## src/rtl/gpio_bank_pkg.sv

```systemverilog
package gpio_bank_pkg;
  typedef enum logic [1:0] {
    SEL_LATCH   = 2'd0,
    SEL_INMODE  = 2'd1,
    SEL_OUTMODE = 2'd2,
    SEL_RSVD    = 2'd3
  } reg_sel_e;
endpackage

```

## src/rtl/gpio_sync.sv

```systemverilog
module gpio_sync #(
  parameter int W      = 8,
  parameter int STAGES = 2
) (
  input  logic         clk,
  input  logic         rst,
  input  logic [W-1:0] d,
  output logic [W-1:0] q
);
  logic [W-1:0] chain [STAGES];

  always_ff @(posedge clk) begin
    if (rst) begin
      for (int s = 0; s < STAGES; s++) chain[s] <= '0;
    end else begin
      chain[0] <= d;
      for (int s = 1; s < STAGES; s++) chain[s] <= chain[s-1];
    end
  end

  assign q = chain[STAGES-1];
endmodule

```

## src/rtl/gpio_port.sv

```systemverilog
module gpio_port
  import gpio_bank_pkg::*;
#(
  parameter int W     = 8,
  localparam int BIT_W = (W > 1) ? $clog2(W) : 1
) (
  input  logic             clk,
  input  logic             rst,
  input  logic             sel_we,
  input  reg_sel_e         sel,
  input  logic [W-1:0]     wdata,
  input  logic             bit_we,
  input  logic [BIT_W-1:0] bit_idx,
  input  logic             bit_val,
  input  logic             pu_disable,
  output logic [W-1:0]     latch_q,
  output logic [W-1:0]     inmode_q,
  output logic [W-1:0]     outmode_q,
  output logic [W-1:0]     oe_q,
  output logic [W-1:0]     drv_q,
  output logic [W-1:0]     pu_q
);
  logic [W-1:0] latch_nxt;
  logic [W-1:0] oe_c, drv_c, pu_c;
  logic         byte_to_latch;

  assign byte_to_latch = sel_we && (sel == SEL_LATCH);

  // byte write first, single-bit write overrides its own bit
  always_comb begin
    latch_nxt = latch_q;
    if (byte_to_latch) latch_nxt = wdata;
    if (bit_we) latch_nxt[bit_idx] = bit_val;
  end

  always_ff @(posedge clk) begin
    if (rst) begin
      latch_q   <= '1;
      inmode_q  <= '1;
      outmode_q <= '0;
    end else begin
      latch_q <= latch_nxt;
      if (sel_we && sel == SEL_INMODE)  inmode_q  <= wdata;
      if (sel_we && sel == SEL_OUTMODE) outmode_q <= wdata;
    end
  end

  // pad control: analog pins are fully quiet
  assign oe_c  = inmode_q & (~latch_q | outmode_q);
  assign drv_c = inmode_q & latch_q & outmode_q;
  assign pu_c  = {W{~pu_disable}} & inmode_q & ~(oe_c & ~drv_c);

  always_ff @(posedge clk) begin
    if (rst) begin
      oe_q  <= '0;
      drv_q <= '0;
      pu_q  <= '0;
    end else begin
      oe_q  <= oe_c;
      drv_q <= drv_c;
      pu_q  <= pu_c;
    end
  end

  AST_BIT_WRITE: assert property (@(posedge clk) disable iff (rst)
    bit_we |=> latch_q[$past(bit_idx)] == $past(bit_val));
  AST_LATCH_HOLD: assert property (@(posedge clk) disable iff (rst)
    (!bit_we && !byte_to_latch) |=> $stable(latch_q));
  AST_ANALOG_QUIET: assert property (@(posedge clk) disable iff (rst)
    ((oe_q | drv_q | pu_q) & ~$past(inmode_q)) == '0);
  AST_OD_NO_HIGH: assert property (@(posedge clk) disable iff (rst)
    (oe_q & drv_q & ~$past(outmode_q)) == '0);
  AST_PU_NOT_LOW: assert property (@(posedge clk) disable iff (rst)
    (pu_q & oe_q & ~drv_q) == '0);
  AST_PU_GLOBAL_OFF: assert property (@(posedge clk) disable iff (rst)
    $past(pu_disable) |-> pu_q == '0);
endmodule

```

## src/rtl/gpio_bank.sv

```systemverilog
module gpio_bank
  import gpio_bank_pkg::*;
#(
  parameter int NUM_PORTS   = 3,
  parameter int PORT_W      = 8,
  parameter int SYNC_STAGES = 2,
  localparam int PIDX_W = (NUM_PORTS > 1) ? $clog2(NUM_PORTS) : 1,
  localparam int BIT_W  = (PORT_W > 1) ? $clog2(PORT_W) : 1,
  localparam int ADDR_W = PIDX_W + 2,
  localparam int PINS   = NUM_PORTS * PORT_W
) (
  input  logic              clk,
  input  logic              rst,
  input  logic              bus_we,
  input  logic              bus_re,
  input  logic              bus_rmw,
  input  logic [ADDR_W-1:0] bus_addr,
  input  logic [PORT_W-1:0] bus_wdata,
  input  logic              bit_we,
  input  logic [PIDX_W-1:0] bit_port,
  input  logic [BIT_W-1:0]  bit_idx,
  input  logic              bit_val,
  input  logic              pu_disable,
  input  logic [PINS-1:0]   pin_in,
  output logic [PORT_W-1:0] bus_rdata,
  output logic              bus_rvalid,
  output logic [PINS-1:0]   pin_oe,
  output logic [PINS-1:0]   pin_drv,
  output logic [PINS-1:0]   pin_pu
);
  logic [PIDX_W-1:0] addr_port;
  reg_sel_e          addr_sel;
  logic [PINS-1:0]   pin_s;
  logic [PORT_W-1:0] latch_a   [NUM_PORTS];
  logic [PORT_W-1:0] inmode_a  [NUM_PORTS];
  logic [PORT_W-1:0] outmode_a [NUM_PORTS];
  logic [PORT_W-1:0] sel_latch, sel_inmode, rd_c;

  assign addr_port = bus_addr[ADDR_W-1:2];
  assign addr_sel  = reg_sel_e'(bus_addr[1:0]);

  gpio_sync #(.W(PINS), .STAGES(SYNC_STAGES)) u_sync (
    .clk(clk), .rst(rst), .d(pin_in), .q(pin_s)
  );

  for (genvar i = 0; i < NUM_PORTS; i++) begin : g_port
    gpio_port #(.W(PORT_W)) u_port (
      .clk        (clk),
      .rst        (rst),
      .sel_we     (bus_we && (addr_port == PIDX_W'(i))),
      .sel        (addr_sel),
      .wdata      (bus_wdata),
      .bit_we     (bit_we && (bit_port == PIDX_W'(i))),
      .bit_idx    (bit_idx),
      .bit_val    (bit_val),
      .pu_disable (pu_disable),
      .latch_q    (latch_a[i]),
      .inmode_q   (inmode_a[i]),
      .outmode_q  (outmode_a[i]),
      .oe_q       (pin_oe[i*PORT_W +: PORT_W]),
      .drv_q      (pin_drv[i*PORT_W +: PORT_W]),
      .pu_q       (pin_pu[i*PORT_W +: PORT_W])
    );
  end

  always_comb begin
    sel_latch  = '0;
    sel_inmode = '0;
    rd_c       = '0;
    for (int i = 0; i < NUM_PORTS; i++) begin
      if (addr_port == PIDX_W'(i)) begin
        sel_latch  = latch_a[i];
        sel_inmode = inmode_a[i];
        case (addr_sel)
          SEL_LATCH:   rd_c = bus_rmw ? latch_a[i]
                                      : (pin_s[i*PORT_W +: PORT_W] & inmode_a[i]);
          SEL_INMODE:  rd_c = inmode_a[i];
          SEL_OUTMODE: rd_c = outmode_a[i];
          default:     rd_c = '0;
        endcase
      end
    end
  end

  always_ff @(posedge clk) begin
    if (rst) begin
      bus_rvalid <= 1'b0;
      bus_rdata  <= '0;
    end else begin
      bus_rvalid <= bus_re;
      if (bus_re) bus_rdata <= rd_c;
    end
  end

  AST_RD_ANALOG_ZERO: assert property (@(posedge clk) disable iff (rst)
    (bus_re && !bus_rmw && addr_sel == SEL_LATCH)
      |=> (bus_rdata & ~$past(sel_inmode)) == '0);
  AST_RMW_RETURNS_LATCH: assert property (@(posedge clk) disable iff (rst)
    (bus_re && bus_rmw && addr_sel == SEL_LATCH)
      |=> bus_rdata == $past(sel_latch));
  AST_RVALID_NEXT: assert property (@(posedge clk) disable iff (rst)
    bus_re |=> bus_rvalid);
endmodule

```

## config.mk

```make
export PLATFORM = sky130hd
export DESIGN_NAME = gpio_bank
export DESIGN_NICKNAME = d
export VERILOG_FILES = /design/src/rtl/gpio_bank_pkg.sv /design/src/rtl/gpio_sync.sv /design/src/rtl/gpio_port.sv /design/src/rtl/gpio_bank.sv
export SDC_FILE = /design/constraint.sdc
export NUM_CORES = 1
export LEC_CHECK = 0
export BUFFER_PORTS_ARGS = -buffer_cell sky130_fd_sc_hd__buf_2
export CORE_ASPECT_RATIO = 1.2
export CORE_UTILIZATION = 56
export CTS_CLUSTER_SIZE = 25
export DETAILED_ROUTE_END_ITERATION = 8
export PLACE_DENSITY = 0.89
export SLEW_MARGIN = 20
export SYNTH_ARGS = -nofsm -noshare
export SYNTH_HDL_FRONTEND = slang
export SYNTH_SLANG_ARGS = --single-unit
```

## constraint.sdc

```tcl
create_clock -name clk -period 1.99 [get_ports clk]
set_input_delay 0.398 -clock clk [delete_from_list [all_inputs] [get_ports clk]]
set_output_delay 0.398 -clock clk [all_outputs]
set_load 0.1 [all_outputs]
```

==> results of run 1 <==
final timing paths:
kind         slack, ns                                      start                        endpoint
max               0.27                  bus_rdata[4]$_SDFFE_PP0P_                    bus_rdata[4]
min               0.13                                 pin_in[19]  u_sync.chain[0][19]$_SDFF_PP0_
max reg2reg       0.67  g_port[1].u_port.inmode_q[2]$_SDFFE_PP1P_       bus_rdata[2]$_SDFFE_PP0P_
min reg2reg       0.44             u_sync.chain[0][23]$_SDFF_PP0_  u_sync.chain[0][47]$_SDFF_PP0_
per-layer routing:
layer	wire length [um]	up-vias	GRT usage, %
met2	9702	422	47.47
met4	1180	0	16.00
li1	-	3142	-
met5	0	-	0
met3	2114	98	5.903
met1	8034	3158	37.38
area by class of cell:
class                           instances  share of cell area, %
Timing Repair Buffer                  154                  9.783
Multi-Input combinational cell        579                  37.17
Clock buffer                           27                  6.050
Inverter                                8                 0.3270
Clock inverter                          4                 0.5587
Sequential cell                       201                  43.82
Tap cell                              168                  2.289
power by group:
part | total [uW] | switching [uW] | internal [uW]
Combinational | 1080 | 801 | 280
Clock | 3530 | 1470 | 2070
Sequential | 4230 | 75.6 | 4160
Total | 8840 | 2340 | 6500
metrics by stage:
stage                     util (%)  power (uW)
after floorplan                  -        5112
after global routing         68.77        9123
after CTS                    68.77        8853
after detailed placement     64.22        5378
final                        68.77        8845
after global placement       64.22        5358
Yosys cell counts, types with 3 or more instances:
cell type,number,area [um2]
a211o_1,27,236.5
a211oi_1,3,22.52
a21oi_1,50,250.2
a221o_1,3,30.03
a221oi_1,7,61.31
a221oi_2,3,45.04
a22oi_1,13,97.59
and3_1,10,62.56
and3b_1,3,26.28
and4b_1,7,70.07
buf_2,5,25.02
buf_4,6,45.04
buf_6,6,67.56
clkbuf_1,41,153.9
dfxtp_1,201,4024
inv_1,8,30.03
mux2i_1,24,240.2
nand2_1,122,457.9
nand2b_1,4,25.02
nand3_1,19,95.09
nand3b_1,32,240.2
nand4_1,5,31.28
nor2_1,87,326.6
nor2b_1,70,437.9
nor3_1,3,15.01
nor3b_1,32,240.2
o2111ai_1,4,35.03
o211ai_1,8,60.06
o21ai_0,5,25.02
o21ai_1,15,75.07
o221ai_1,3,26.28
cell families (layout without fill, tap and decap cells):
group | after synthesis | in the layout | synth area share (%)
simple gates | 410 | 410 | 27.94
buf+inv | 68 | 193 | 4.240
flops | 201 | 201 | 51.85
mux | 24 | 24 | 3.095
compound gates | 145 | 145 | 12.88
registers in the layout (all words and copies together) (netlist names):
signal	flops
g_port.u_port.outmode_q	24
g_port.u_port.inmode_q	24
g_port.u_port.pu_q	24
bus_rdata	8
bus_rvalid	1
g_port.u_port.drv_q	24
g_port.u_port.oe_q	24
u_sync.chain	48
g_port.u_port.latch_q	24
==> flow_metrics.tcl, run 1 <==
set metrics [dict create \
    cts_setup_buffers 0 \
    grtUsageTotal_pct 29.58 \
    tightest_slew_ns 0.6479 \
    routedWlPerCell_um 18.43 \
    r2r_cells 5 \
    synthesis.area_mm2 0.007761 \
    globalplace.congestion 0.9528 \
    synth_fp_nets 897 \
    grt_pass1_vias 6387 \
    wirelength_mm 21.03 \
    dp_hpwl_mm 14.43 \
    die_height_um 131.0 \
    drc 0 \
    cp_top_family "buffers and inverters" \
    drv_cap 0 \
    insertion_delay_ns 0.48 \
    critical_path_buf_inv_count 1 \
    final_cell_mix "dfxtp_1 (201), buf_2 (128), nand2_1 (122)" \
    cts_hold_buf 0 \
    start_util_pct 58.12 \
    hold_viol_final 0 \
    cp-start-kind "register" \
    pre_cts_ws_ns 0.1555 \
    holdCritPathClass "input pin to register" \
    cp_slowest_cell "buf_2" \
    outcome "completed" \
    cts-root-buf "clkbuf_16" \
    postPlaceCellArea_mm2 0.008576 \
    die_x_um 109.5 \
    slowest_delay_ns 0.45 \
    crit_cells 1 \
    synth_edf_count 0 \
    numPortBuffers 129 \
    finalSetupViolations 0 \
    syn_inst 848 \
    maxSlewHeadroom_pct 56.81 \
    crit_chain "buf_2" \
    place_inst 1110 \
    drt_iter0_markers 843 \
    drt_pre_antenna_iters 6 \
    rsz0062_at_grt "false" \
    multi_input_area_mm2 0.003413 \
    dieArea_mm2 0.01434 \
    ir_drop_v 0.0008828 \
    hold_depth 2 \
    synth_cell_type_count 46 \
    critPathArrivalTime_ns 1.32 \
    grt_max_degree 65 \
    ant_nets 0 \
    cts_tree "built" \
    endpoint_kind "primary output" \
    pwr_density_cell_mw_per_mm2 963.2 \
    coreArea_mm2 0.01335 \
    crit_type "register to primary output" \
    min_period_over_period_pct 86.26 \
    period_minus_slack_ns 1.717 \
    path_max_fanout 2 \
    hold_slack_ns 0.1262 \
    htreeDepth 1 \
    synthFlopType "dfxtp_1" \
    leakage_uw 0.003966 \
    diodes 0 \
    cts_max_path_buffers 3 \
    setup_slack_ns 0.2735 \
    syn_area_per_cell_um2 9.152 \
    final-instance-count-excl-fill 1141 \
    clock_skew_ns 0.01258 \
    viasPerCell 5.977 \
    grt_overflow 0 \
    n_fill_cell 1001 \
    synth-async-reset-ratio_pct 0 \
    fmax_mhz 582.6 \
    area.growth.synth_to_final_pct 18.31 \
    slew_viol_final 0 \
    ys_ff_latch 201 \
    stdcell_area_mm2 0.009183 \
    yosysWarningCount 0 \
    io_pins 130 \
    grt_pass1_wl_mm 32.53 \
    layout_commonest_cell "dfxtp_1" \
    clkTransAtPathRegs_ns 0.06 \
    antenna_found_initial 0 \
    final_layout_size_suffix_gt1_share_pct 20.25 \
    finalNetCount 1012 \
    numCtsBuffers 19 \
    tns_ns 0 \
    cts_resized 0 \
    rows 46 \
    seqCellArea_mm2 0.004024 \
    numClockSinks 201 \
    required_ns 1.59 \
    vias 6820 \
    ys_seq_area_share_pct 51.85 \
]
Note: power is estimated with default switching activity, not from simulation.
==> run 2, diff against run 1 <==
--- a/config.mk
+++ b/config.mk
@@ -10,8 +10,10 @@
 export CORE_UTILIZATION = 56
 export CTS_CLUSTER_SIZE = 25
 export DETAILED_ROUTE_END_ITERATION = 8
+export MAX_ROUTING_LAYER = met4
 export PLACE_DENSITY = 0.89
 export SLEW_MARGIN = 20
 export SYNTH_ARGS = -nofsm -noshare
 export SYNTH_HDL_FRONTEND = slang
 export SYNTH_SLANG_ARGS = --single-unit
+export TNS_END_PERCENT = 50
==> run 2 against run 1 <==
Worst setup slack got worse by 0.059 ns. Via count fell by 1.2%. Final cell count rose by 0.61%. Hold slack got worse by 0.014 ns. Register-to-register slack got worse by 0.04 ns. Non-clock buffer count rose by 3. Highest routed layer unchanged.
==> flow_metrics.tcl, run 2 (same netlist as run 1, synthesis figures left out) <==
set metrics [dict create \
    hold_depth 2 \
    cts_hold_buf 0 \
    r2r_cells 4 \
    endpoint_kind "primary output" \
    required_ns 1.59 \
    io_pins 130 \
    cts-root-buf "clkbuf_16" \
    place_inst 1113 \
    power_frac_seq_pct 47.0 \
    tns_ns 0 \
    grtUsageTotal_pct 30.48 \
    die_height_um 131.0 \
    p_sw_uw 2373 \
    period_minus_slack_ns 1.776 \
    clock_skew_ns 0.01347 \
    vias 6740 \
    reg2reg_slack_ns 0.63 \
    drt_pre_antenna_iters 7 \
    cp-start-kind "register" \
    min_period_over_period_pct 89.23 \
    finalSetupViolations 0 \
    pwr-share-clk_pct 41.0 \
    cp_top_family "buffers and inverters" \
    clkTransAtPathRegs_ns 0.06 \
    wirelength_mm 21.20 \
    grt_overflow 0 \
    drv_cap 0 \
    dieArea_mm2 0.01434 \
    antenna_found_initial 1 \
    outcome "completed" \
    rows 46 \
    pwr_density_cell_mw_per_mm2 975.1 \
    die_x_um 109.5 \
    finalNetCount 1015 \
    cp_slowest_cell "buf_2" \
    crit_chain "buf_2" \
    final-instance-count-excl-fill 1148 \
    final_layout_size_suffix_gt1_share_pct 20.63 \
    cts_resized 0 \
    cts_tree "built" \
    rsz0062_at_grt "false" \
    cts_setup_buffers 0 \
    numClockSinks 201 \
    crit_cells 1 \
    grt_pass1_vias 6191 \
    viasPerCell 5.871 \
    dp_hpwl_mm 14.70 \
    path_max_fanout 2 \
    ant_nets 0 \
    drt_iter0_markers 818 \
    p_sw_share_pct 26.35 \
    hold_slack_ns 0.1123 \
    numCtsBuffers 19 \
    start_util_pct 58.12 \
    combinationalPowerShare_pct 12.0 \
    grt_pass1_wl_mm 32.42 \
    p_int_uw 6633 \
    drc 0 \
    hold_viol_final 0 \
    htreeDepth 1 \
    globalplace.congestion 0.9924 \
    insertion_delay_ns 0.49 \
    critPathArrivalTime_ns 1.38 \
    slew_viol_final 0 \
    final_cell_mix "dfxtp_1 (201), buf_2 (128), nand2_1 (122)" \
    holdCritPathClass "input pin to register" \
    n_fill_cell 1053 \
    critical_path_buf_inv_count 1 \
    leakage_uw 0.003997 \
    top_register "u_sync.chain" \
    numPortBuffers 129 \
    tightest_slew_ns 0.5957 \
    grt_max_degree 64 \
    pre_cts_ws_ns 0.1179 \
    routedWlPerCell_um 18.47 \
    layout_commonest_cell "dfxtp_1" \
    setup_slack_ns 0.2142 \
    area.growth.synth_to_final_pct 19.01 \
    ir_drop_v 0.0008500 \
    maxSlewHeadroom_pct 60.28 \
    cts_max_path_buffers 3 \
    crit_type "register to primary output" \
    fmax_mhz 563.1 \
    slowest_delay_ns 0.47 \
    coreArea_mm2 0.01335 \
    largest_reg_flops 48 \
    final_core_util_pct 69.17 \
]
run 2: cell types whose count changed in the layout (fill, tap and decap cells not counted), sizes merged:
cell,previous run,this run
inv,8,9
diode,0,1
clkinvlp,1,0
clkinv,2,1
clkbuf,27,31
buf,154,157
run 2: through the flow:
step / total power (uW) / instance area (um2)
after floorplan: 5112 / 7761
after global placement: 5364 / 8586
after detailed placement: 5381 / 8586
after CTS: 9019 / 9234
after global routing: 9288 / 9236
final: 9006 / 9236
run 2: power by group through the flow:
stage	Combinational, uW	Sequential (uW)	Clock, uW
finish	1080	4230	3700
global route	1140	4240	3910
CTS	1070	4230	3720
detailed placement	1060	4320	0
global placement	1050	4310	0
floorplan	419	4690	0
run 2: layout make-up:
type,count,area [um2],share of cell area [%]
Antenna cell,1,2.502,0.02709
Clock buffer,31,600.6,6.502
Clock inverter,3,47.55,0.5148
Inverter,8,30.03,0.3251
Multi-Input combinational cell,579,3413,36.95
Sequential cell,201,4024,43.57
Tap cell,168,210.2,2.276
Timing Repair Buffer,157,908.4,9.835
run 2: path summary, 6_finish.rpt:
| check | start | endpoint |
|---|---|---|
| worst max-delay path | bus_rdata[6]$_SDFFE_PP0P_ | bus_rdata[6] |
| worst min-delay path | pin_in[3] | u_sync.chain[0][3]$_SDFF_PP0_ |
| worst max register to register | g_port[0].u_port.inmode_q[1]$_SDFFE_PP1P_ | bus_rdata[1]$_SDFFE_PP0P_ |
| worst min register to register | g_port[1].u_port.outmode_q[6]$_SDFFE_PP0P_ | g_port[1].u_port.drv_q[6]$_SDFF_PP0_ |
run 2: per-layer routing:
layer,GRT usage [%],wire [um],vias to the layer above
met4,15.29,1181,0
met3,5.010,1921,99
met5,-,0,-
li1,-,-,3146
met1,37.96,8318,3129
met2,47.76,9780,366
==> run 3, diff against run 2 <==
--- a/config.mk
+++ b/config.mk
@@ -5,13 +5,14 @@
 export SDC_FILE = /design/constraint.sdc
 export NUM_CORES = 1
 export LEC_CHECK = 0
-export BUFFER_PORTS_ARGS = -buffer_cell sky130_fd_sc_hd__buf_2
 export CORE_ASPECT_RATIO = 1.2
-export CORE_UTILIZATION = 56
+export CORE_UTILIZATION = 55
+export CTS_BUF_LIST = sky130_fd_sc_hd__clkbuf_16
 export CTS_CLUSTER_SIZE = 25
 export DETAILED_ROUTE_END_ITERATION = 8
+export DONT_BUFFER_PORTS = 1
 export MAX_ROUTING_LAYER = met4
-export PLACE_DENSITY = 0.89
+export PLACE_DENSITY = 0.8
 export SLEW_MARGIN = 20
 export SYNTH_ARGS = -nofsm -noshare
 export SYNTH_HDL_FRONTEND = slang
==> run 3 against run 2 <==
Core utilization fell by 1.9 points. Worst setup slack improved by 0.14 ns. Sequential power hardly changed. Combinational power fell by 10%. Sequential cell count unchanged. Hold slack worse by 0.10 ns. Non-clock buffer count fell by 46. Critical path type unchanged. Largest cell class unchanged.
==> flow_metrics.tcl, run 3 (same netlist as run 1, synthesis figures left out) <==
set metrics [dict create \
    outcome "completed" \
    rows 47 \
    critical_path_buf_inv_count 1 \
    numClockSinks 201 \
    p_int_uw 6823 \
    p_sw_uw 2251 \
    cp_top_family "flip-flops" \
    cts_max_path_buffers 3 \
    insertion_delay_ns 0.50 \
    slew_viol_final 0 \
    finalSetupViolations 0 \
    htreeDepth 1 \
    crit_type "register to primary output" \
    path_max_fanout 2 \
    p_sw_share_pct 24.81 \
    die_height_um 132.1 \
    tightest_slew_ns 0.8598 \
    drt_pre_antenna_iters 7 \
    tns_ns 0 \
    layout_commonest_cell "dfxtp_1" \
    wirelength_mm 21.54 \
    diodes 0 \
    routedWlPerCell_um 19.53 \
    min_period_over_period_pct 82.40 \
    place_inst 1056 \
    combinationalPowerShare_pct 10.7 \
    final-instance-count-excl-fill 1103 \
    cts-root-buf "clkbuf_16" \
    grtUsageTotal_pct 30.23 \
    grt_overflow 0 \
    final_cell_mix "dfxtp_1 (201), nand2_1 (122), buf_4 (95)" \
    required_ns 1.59 \
    ant_nets 0 \
    coreArea_mm2 0.01376 \
    stdcell_area_mm2 0.009256 \
    cts_setup_buffers 0 \
    grt_pass1_vias 6235 \
    endpoint_kind "primary output" \
    maxSlewHeadroom_pct 42.49 \
    slowest_delay_ns 0.42 \
    die_x_um 110.4 \
    pwr_density_cell_mw_per_mm2 980.3 \
    final_layout_size_suffix_gt1_share_pct 14.81 \
    fmax_mhz 609.8 \
    cp_slowest_cell "dfxtp_1" \
    hold_viol_final 0 \
    antenna_found_initial 0 \
    cp-start-kind "register" \
    leakage_uw 0.003854 \
    period_minus_slack_ns 1.640 \
    crit_chain "buf_4" \
    postPlaceCellArea_mm2 0.008434 \
    numCtsBuffers 19 \
    area.growth.synth_to_final_pct 19.26 \
    vias 6541 \
    drv_cap 0 \
    drc 0 \
    dp_hpwl_mm 14.03 \
    holdCritPathClass "input pin to register" \
    numPortBuffers 0 \
    io_pins 130 \
    grt_max_degree 86 \
    critPathArrivalTime_ns 1.24 \
    grt_pass1_wl_mm 33.87 \
    drt_iter0_markers 577 \
    globalplace.congestion 0.9446 \
    pwr-share-clk_pct 42.7 \
    ir_drop_v 0.0007858 \
    clkTransAtPathRegs_ns 0.07 \
    dieArea_mm2 0.01459 \
    cts_tree "built" \
    power_frac_seq_pct 46.6 \
    rsz0062_at_grt "false" \
    top_register "u_sync.chain" \
    viasPerCell 5.930 \
    start_util_pct 56.40 \
    finalNetCount 969 \
    clock_skew_ns 0.01465 \
    largest_reg_flops 48 \
]
-- run 3: changes by cell type in the layout (fill, tap and decap cells not counted), moves of 6 or more --
cell and delta:
buf_2 -128, buf_4 +70, dlygate4sd3_1 +13, clkbuf_8 -8, inv_1 +6
-- run 3: through the flow --
step | setup slack, ns | power [uW] | hold WS (ns) | util [%]
global placement | 0.3981 | 5204 | 0.4157 | 61.29
finish | 0.3502 | 9074 | 0.008734 | 67.27
detailed placement | 0.3784 | 5217 | 0.4212 | 61.29
CTS | 0.3492 | 9086 | 0.0003547 | 67.12
global route | 0.3628 | 9314 | 0.004141 | 67.27
floorplan | 0.2912 | 5112 | 0.4097 | -
-- run 3: path summary, 6_finish.rpt --
kind | slack [ns] | cells after the start | end | startpoint
min reg2reg | 0.43 | 1 | u_sync.chain[0][36]$_SDFF_PP0_ | u_sync.chain[0][12]$_SDFF_PP0_
max | 0.35 | 1 | bus_rdata[6] | bus_rdata[6]$_SDFFE_PP0P_
max reg2reg | 0.67 | 5 | bus_rdata[5]$_SDFFE_PP0P_ | g_port[1].u_port.inmode_q[5]$_SDFFE_PP1P_
min | 0.009 | 1 | g_port[2].u_port.drv_q[1]$_SDFF_PP0_ | rst
-- run 3: layout make-up --
type / instances / area, um2
repair buffers: 111 / 910.9
clock inverters: 14 / 188.9
flip-flops and latches: 201 / 4024
inverters: 8 / 30.03
multi-input cells: 579 / 3413
clock buffers: 19 / 475.5
fillers: 1089 / 4504
well taps: 171 / 214.0
-- run 3: per-layer routing --
metal,up-vias,track usage (%),wire length [um],share of wire (%)
li1,3059,-,-,-
met1,3071,37.48,8506,39
met2,340,47.31,10050,47
met3,71,5.333,1961,9.1
met4,0,15.48,1017,4.7
met5,-,-,0,0
-- run 3: what timing repair did --
item | 4_1_cts | 5_1_grt
hold buffers | 12 | 2
gates resized for setup | 0 | 0
endpoints found under the hold margin | 94 | 3
-- run 3: power groups by stage --
stage | registers [uW] | logic [uW] | clock network [uW]
5_1_grt | 4240 | 1020 | 4060
3_3_place_gp | 4310 | 890 | 0
2_1_floorplan | 4690 | 419 | 0
4_1_cts | 4230 | 960 | 3900
3_5_place_dp | 4320 | 899 | 0
6_report | 4230 | 967 | 3880
